### src/rtl/pacc_pkg.sv
package pacc_pkg;

  typedef enum logic [1:0] {
    FLT_NONE  = 2'b00,
    FLT_MCHK  = 2'b01,
    FLT_UNIMP = 2'b10
  } faultE;

  typedef struct packed {
    logic  capture;
    logic  strip;
    logic  markUnc;
    faultE fault;
  } strobeS;

endpackage

### src/rtl/pacc_datapath.sv
module pacc_datapath
  import pacc_pkg::*;
#(
  parameter int PA_W        = 64,
  parameter int IMPL_W      = 44,
  parameter int SPX_BIT     = 40,
  parameter int STRIP_HI    = 42,
  parameter int STRIP_LO    = 35,
  parameter int REG_SEL_LSB = 40,
  parameter int REG_SEL_VAL = 6
) (
  input  logic            clk,
  input  logic            rstN,
  input  logic [PA_W-1:0] inAddr,
  input  logic            inSuper,
  input  strobeS          strobes,
  output logic            outOfRange,
  output logic            uncSel,
  output logic            regSpace,
  output logic [PA_W-1:0] outAddr
);

  localparam int UNC_BIT = IMPL_W - 1;
  localparam int REG_W   = UNC_BIT - REG_SEL_LSB;
  localparam int STRIP_W = STRIP_HI - STRIP_LO + 1;
  localparam logic [REG_W-1:0] REG_KEY = REG_W'(REG_SEL_VAL);

  localparam logic [PA_W-1:0] IMPL_MASK =
    {{(PA_W-IMPL_W){1'b0}}, {IMPL_W{1'b1}}};
  localparam logic [PA_W-1:0] SPX_FILL =
    {{(PA_W-IMPL_W){1'b0}}, {(IMPL_W-SPX_BIT){1'b1}}, {SPX_BIT{1'b0}}};
  localparam logic [PA_W-1:0] LOW_MASK =
    {{(PA_W-SPX_BIT){1'b0}}, {SPX_BIT{1'b1}}};
  localparam logic [PA_W-1:0] STRIP_KEEP =
    ~{{(PA_W-STRIP_HI-1){1'b0}}, {STRIP_W{1'b1}}, {STRIP_LO{1'b0}}};

  logic [PA_W-1:0] maskedAddr;
  logic [PA_W-1:0] superAddr;
  logic [PA_W-1:0] normAddr;
  logic [PA_W-1:0] finalAddr;

  // Superpage normalisation: mask, then sign-extend from the extension bit
  always_comb begin
    maskedAddr = inAddr & IMPL_MASK;
    if (maskedAddr[SPX_BIT]) begin
      superAddr = maskedAddr | SPX_FILL;
    end else begin
      superAddr = maskedAddr & LOW_MASK;
    end
    normAddr = inSuper ? superAddr : inAddr;
  end

  // Address classification handed to the control
  always_comb begin
    outOfRange = |(normAddr & ~IMPL_MASK);
    uncSel     = normAddr[UNC_BIT];
    regSpace   = (normAddr[UNC_BIT-1:REG_SEL_LSB] == REG_KEY);
  end

  always_comb begin
    finalAddr = strobes.strip ? (normAddr & STRIP_KEEP) : normAddr;
  end

  always_ff @(posedge clk) begin
    if (!rstN) begin
      outAddr <= '0;
    end else if (strobes.capture) begin
      outAddr <= finalAddr;
    end
  end

endmodule

### src/rtl/pacc_ctrl.sv
module pacc_ctrl
  import pacc_pkg::*;
(
  input  logic       clk,
  input  logic       rstN,
  input  logic       inValid,
  input  logic       inFetch,
  input  logic       outOfRange,
  input  logic       uncSel,
  input  logic       regSpace,
  output strobeS     strobes,
  output logic       outValid,
  output logic       outUncache,
  output logic       outStrict,
  output logic [1:0] outFault
);

  faultE faultQ;

  // Ordered decision: range check first, then cacheability, then fetch gate
  always_comb begin
    strobes         = '0;
    strobes.capture = inValid;
    strobes.fault   = FLT_NONE;
    if (outOfRange) begin
      strobes.fault = FLT_MCHK;
    end else if (uncSel) begin
      if (regSpace) begin
        strobes.fault = FLT_UNIMP;
      end else begin
        strobes.strip   = 1'b1;
        strobes.markUnc = 1'b1;
        if (inFetch) begin
          strobes.fault = FLT_UNIMP;
        end
      end
    end
  end

  always_ff @(posedge clk) begin
    if (!rstN) begin
      outValid   <= 1'b0;
      outUncache <= 1'b0;
      outStrict  <= 1'b0;
      faultQ     <= FLT_NONE;
    end else begin
      outValid   <= inValid;
      outUncache <= inValid & strobes.markUnc;
      outStrict  <= inValid & strobes.markUnc;
      faultQ     <= inValid ? strobes.fault : FLT_NONE;
    end
  end

  assign outFault = faultQ;

  AST_VALID_FOLLOWS: assert property (@(posedge clk) disable iff (!rstN)
    inValid |=> outValid) else $error("valid not forwarded");
  AST_IDLE_FOLLOWS: assert property (@(posedge clk) disable iff (!rstN)
    !inValid |=> !outValid) else $error("spurious valid");
  AST_MCHK_NO_ATTR: assert property (@(posedge clk) disable iff (!rstN)
    (outValid && faultQ == FLT_MCHK) |-> (!outUncache && !outStrict)) else $error("attr on mchk");
  AST_FETCH_UNC_REFUSED: assert property (@(posedge clk) disable iff (!rstN)
    (inValid && inFetch) |=> (!outUncache || faultQ == FLT_UNIMP)) else $error("uncached fetch allowed");

endmodule

### src/rtl/pacc_check.sv
module pacc_check
  import pacc_pkg::*;
#(
  parameter int PA_W        = 64,
  parameter int IMPL_W      = 44,
  parameter int SPX_BIT     = 40,
  parameter int STRIP_HI    = 42,
  parameter int STRIP_LO    = 35,
  parameter int REG_SEL_LSB = 40,
  parameter int REG_SEL_VAL = 6
) (
  input  logic            clk,
  input  logic            rstN,
  input  logic            inValid,
  input  logic [PA_W-1:0] inAddr,
  input  logic            inFetch,
  input  logic            inSuper,
  output logic            outValid,
  output logic [PA_W-1:0] outAddr,
  output logic            outUncache,
  output logic            outStrict,
  output logic [1:0]      outFault
);

  strobeS strobes;
  logic   outOfRange;
  logic   uncSel;
  logic   regSpace;

  pacc_datapath #(
    .PA_W(PA_W), .IMPL_W(IMPL_W), .SPX_BIT(SPX_BIT),
    .STRIP_HI(STRIP_HI), .STRIP_LO(STRIP_LO),
    .REG_SEL_LSB(REG_SEL_LSB), .REG_SEL_VAL(REG_SEL_VAL)
  ) u_dp (
    .clk(clk), .rstN(rstN), .inAddr(inAddr), .inSuper(inSuper),
    .strobes(strobes), .outOfRange(outOfRange), .uncSel(uncSel),
    .regSpace(regSpace), .outAddr(outAddr)
  );

  pacc_ctrl u_ctrl (
    .clk(clk), .rstN(rstN), .inValid(inValid), .inFetch(inFetch),
    .outOfRange(outOfRange), .uncSel(uncSel), .regSpace(regSpace),
    .strobes(strobes), .outValid(outValid), .outUncache(outUncache),
    .outStrict(outStrict), .outFault(outFault)
  );

  AST_UNC_STRIPPED: assert property (@(posedge clk) disable iff (!rstN)
    (outValid && outUncache) |-> (outAddr[STRIP_HI:STRIP_LO] == '0)) else $error("not stripped");
  AST_CLEAN_IN_RANGE: assert property (@(posedge clk) disable iff (!rstN)
    (outValid && outFault == FLT_NONE) |-> (outAddr[PA_W-1:IMPL_W] == '0)) else $error("high bits leak");
  AST_SUPER_NO_MCHK: assert property (@(posedge clk) disable iff (!rstN)
    (inValid && inSuper) |=> (outFault != FLT_MCHK)) else $error("superpage mchk");

endmodule

### config.mk
export PLATFORM = sky130hd
export DESIGN_NAME = pacc_check
export DESIGN_NICKNAME = d
export VERILOG_FILES = /design/src/rtl/pacc_pkg.sv /design/src/rtl/pacc_datapath.sv /design/src/rtl/pacc_ctrl.sv /design/src/rtl/pacc_check.sv
export SDC_FILE = /design/constraint.sdc
export NUM_CORES = 1
export LEC_CHECK = 0
export CAP_MARGIN = 0
export CORE_MARGIN = 5
export CORE_UTILIZATION = 30
export DETAILED_ROUTE_END_ITERATION = 12
export GPL_TIMING_DRIVEN = 0
export SLEW_MARGIN = 30
export SYNTH_ARGS = -nofsm -noshare
export SYNTH_HDL_FRONTEND = slang
export SYNTH_HIERARCHICAL = 1
export SYNTH_SLANG_ARGS = --single-unit
### constraint.sdc
create_clock -name clk -period 2.35 [get_ports clk]
set_clock_uncertainty 0.15 [all_clocks]
set_input_delay 0.47 -clock clk [delete_from_list [all_inputs] [get_ports clk]]
set_output_delay 0.47 -clock clk [all_outputs]
set_load 0.005 [all_outputs]
==> reports/qor.txt <==
STA
--------------------------------------------------------------------------------
Final Hold Slack ..................................................     363.2 ps
Fraction of the cycle the final worst path needs ..................       0.9514
Achievable frequency ..............................................   0.4473 GHz
Total of endpoints with negative setup slack in the final report ..            0
Slew at the pin closest to its max-slew limit .....................     514.7 ps
Final hold violation count ........................................            0
Setup repair after global routing missed its margin ...............           no
Normalized max-slew margin ........................................       0.6568
Period minus WS final .............................................      2236 ps
Final total negative setup slack ..................................         0 ps
Number of pins exceeding their max-slew limit in the final report .            0
Smallest setup slack after layout .................................     114.1 ps

CELLS AND AREA
--------------------------------------------------------------------------------
Fraction of layout instances using a drive strength above 1 .......      0.07914
Post-Layout Cell Count ............................................          525
Utilization after layout ..........................................       0.5006
Most frequent cells in the layout ................................. clkdlybuf4s50_1, nor2b_1, dfxtp_1
Fin nets ..........................................................          482
Antenna diode count ...............................................            0
Filler instances ..................................................          862
Finished Cell Area ................................................ 0.004408 mm2
Area growth from synthesis to layout ..............................       61.83%
Most common cell after layout, fill and taps aside ................ clkdlybuf4s50_1

ROUTE
--------------------------------------------------------------------------------
Iteration-0 DRC count of the detailed router ......................           40
Number of vias in the routed layout ...............................        2,289
Number of iterations in the first detailed-routing pass ...........            5
Final routed wirelength across all metal layers ...................      7582 um
Post-route ant nets ...............................................            0
Post-DR vias/cell .................................................        4.360
Routed wire length per instance ...................................     14.44 um
DRC violations left ...............................................            0

CLOCKING
--------------------------------------------------------------------------------
Clock tree from TritonCTS .........................................          yes
Clock buffers created by TritonCTS ................................            9
CTS H-Tree Depth ..................................................            3
Insertion delay to the later sink of the worst-skew pair ..........       330 ps
Root Buffer .......................................................     clkbuf_8
Maximum buffer depth of the clock tree ............................            2
Number of sinks driven by the clock tree ..........................           68
Clock Pin Slew Worst Setup and Hold Paths .........................        60 ps

LOGIC SYNTHESIS
--------------------------------------------------------------------------------
Post-Synthesis Cell Area .......................................... 0.002724 mm2
Yosys warning count ...............................................            6
Syn_nets ..........................................................          334
Mapped Cells ......................................................          265
Post-Synthesis Mean Instance Area .................................    10.28 um2

PLACE
--------------------------------------------------------------------------------
Port Buffers ......................................................          137
Total cell area at the placement stage ............................ 0.004230 mm2
Detailed placement HPWL ...........................................      5743 um
Gpl congestion ....................................................       0.7465
Dpl ws ............................................................    -309.8 ps
Number of placed instances, taps included .........................          510

FLOW RUN
--------------------------------------------------------------------------------
Max-Cap Viols .....................................................            0

FLOORPLANNING
--------------------------------------------------------------------------------
Num rows ..........................................................           34
Horiz. Die Dim ....................................................     105.3 um
Initial cell density of the core ..................................       0.3093
Die outline height ................................................     105.3 um
Count of pins on the block boundary ...............................          138
Die area ..........................................................  0.01108 mm2
Core area ......................................................... 0.008806 mm2

GLOBAL ROUTE
--------------------------------------------------------------------------------
Pin count of the biggest net entering global routing ..............           11
Remaining global-route overflow ...................................            0
Via count of the first global-routing pass ........................        2,429
Wire length of the first global-routing pass ......................    12,240 um
Initial antenna violation count ...................................            0
Global routing usage summed across all routing layers .............       0.1381

POWER AND IR DROP
--------------------------------------------------------------------------------
Total power divided by cell area .................................. 573.2 mW/mm2
Total design power ................................................     2.527 mW
Leakage ...........................................................     1.709 nW
VDD IR max ........................................................     256.7 uV

WORST SETUP PATH
--------------------------------------------------------------------------------
Worst setup SP type ............................................... primary input
Kind of critical path ............................................. primary input to flop
Reg-to-reg slack, setup ...........................................      1450 ps
Worst-case reg-to-reg path depth ..................................            3
Endpoint arrival time on the critical path ........................      2310 ps
Category of the worst setup path capture point ....................         flop
Maximum fanout along the worst path ...............................            6
Required time at the worst-slack endpoint .........................      2420 ps

HOLD PATH
--------------------------------------------------------------------------------
Cell depth of the worst min-delay path ............................            2
Kind of path behind the tightest hold check ....................... flop to flop

RUN STATUS
--------------------------------------------------------------------------------
Run status ........................................................ finished clean

==> path summary, 6_finish.rpt <==
kind	startpoint	to
worst max register to register	u_dp/outAddr[56]	u_dp/outAddr[56]
worst max-delay path	inAddr[54]	u_dp/outAddr[35]
worst min-delay path	u_dp/outAddr[2]	u_dp/outAddr[2]
worst min register to register	u_dp/outAddr[2]	u_dp/outAddr[2]
==> worst max-delay path: stages <==
cell and delay (ps):
clkdlybuf4s50_1 430, nor4_1 320, and3_1 230, a31oi_1 110, nand2b_4 180, nor2_1 120, buf_4 150, nor2b_2 70
a21oi_1 170, nor2b_1 60
==> sequential cells by signal, indices dropped and copies added (netlist names) <==
| signal | count |
|---|---|
| u_ctrl/outFault | 2 |
| u_ctrl/outStrict | 1 |
| u_ctrl/outValid | 1 |
| u_dp/outAddr | 64 |
==> per-layer routing <==
layer  vias up  wire length [um]  GRT usage
met5         -                 0          0
met4         0                43    0.05061
met3         4               680    0.05623
met2        89              3465     0.2195
met1      1030              3393     0.1682
li1       1166                 -          -
==> power by group <==
| group | internal, mW | leakage (nW) | switching [mW] |
|---|---|---|---|
| Combinational | 0.292 | 1.06 | 0.153 |
| Clock | 0.433 | 0.0893 | 0.410 |
| Sequential | 1.21 | 0.559 | 0.0265 |
==> repair_timing <==
action	in CTS	in global routing
endpoints found under the setup margin	0	6
gates resized for setup	0	2
hold buffers	0	0
setup buffers	0	0
==> layout make-up <==
cell class	count	area [um2]	area share
repair buffers	137	1371	0.3111
plain buffers	19	120.1	0.02725
multi-input cells	176	1244	0.2821
clock inverters	2	10.01	0.002271
clock buffers	13	158.9	0.03605
flip-flops and latches	68	1361	0.3088
inverters	2	7.507	0.001703
well taps	108	135.1	0.03066
(Power assumes the default switching activity.)
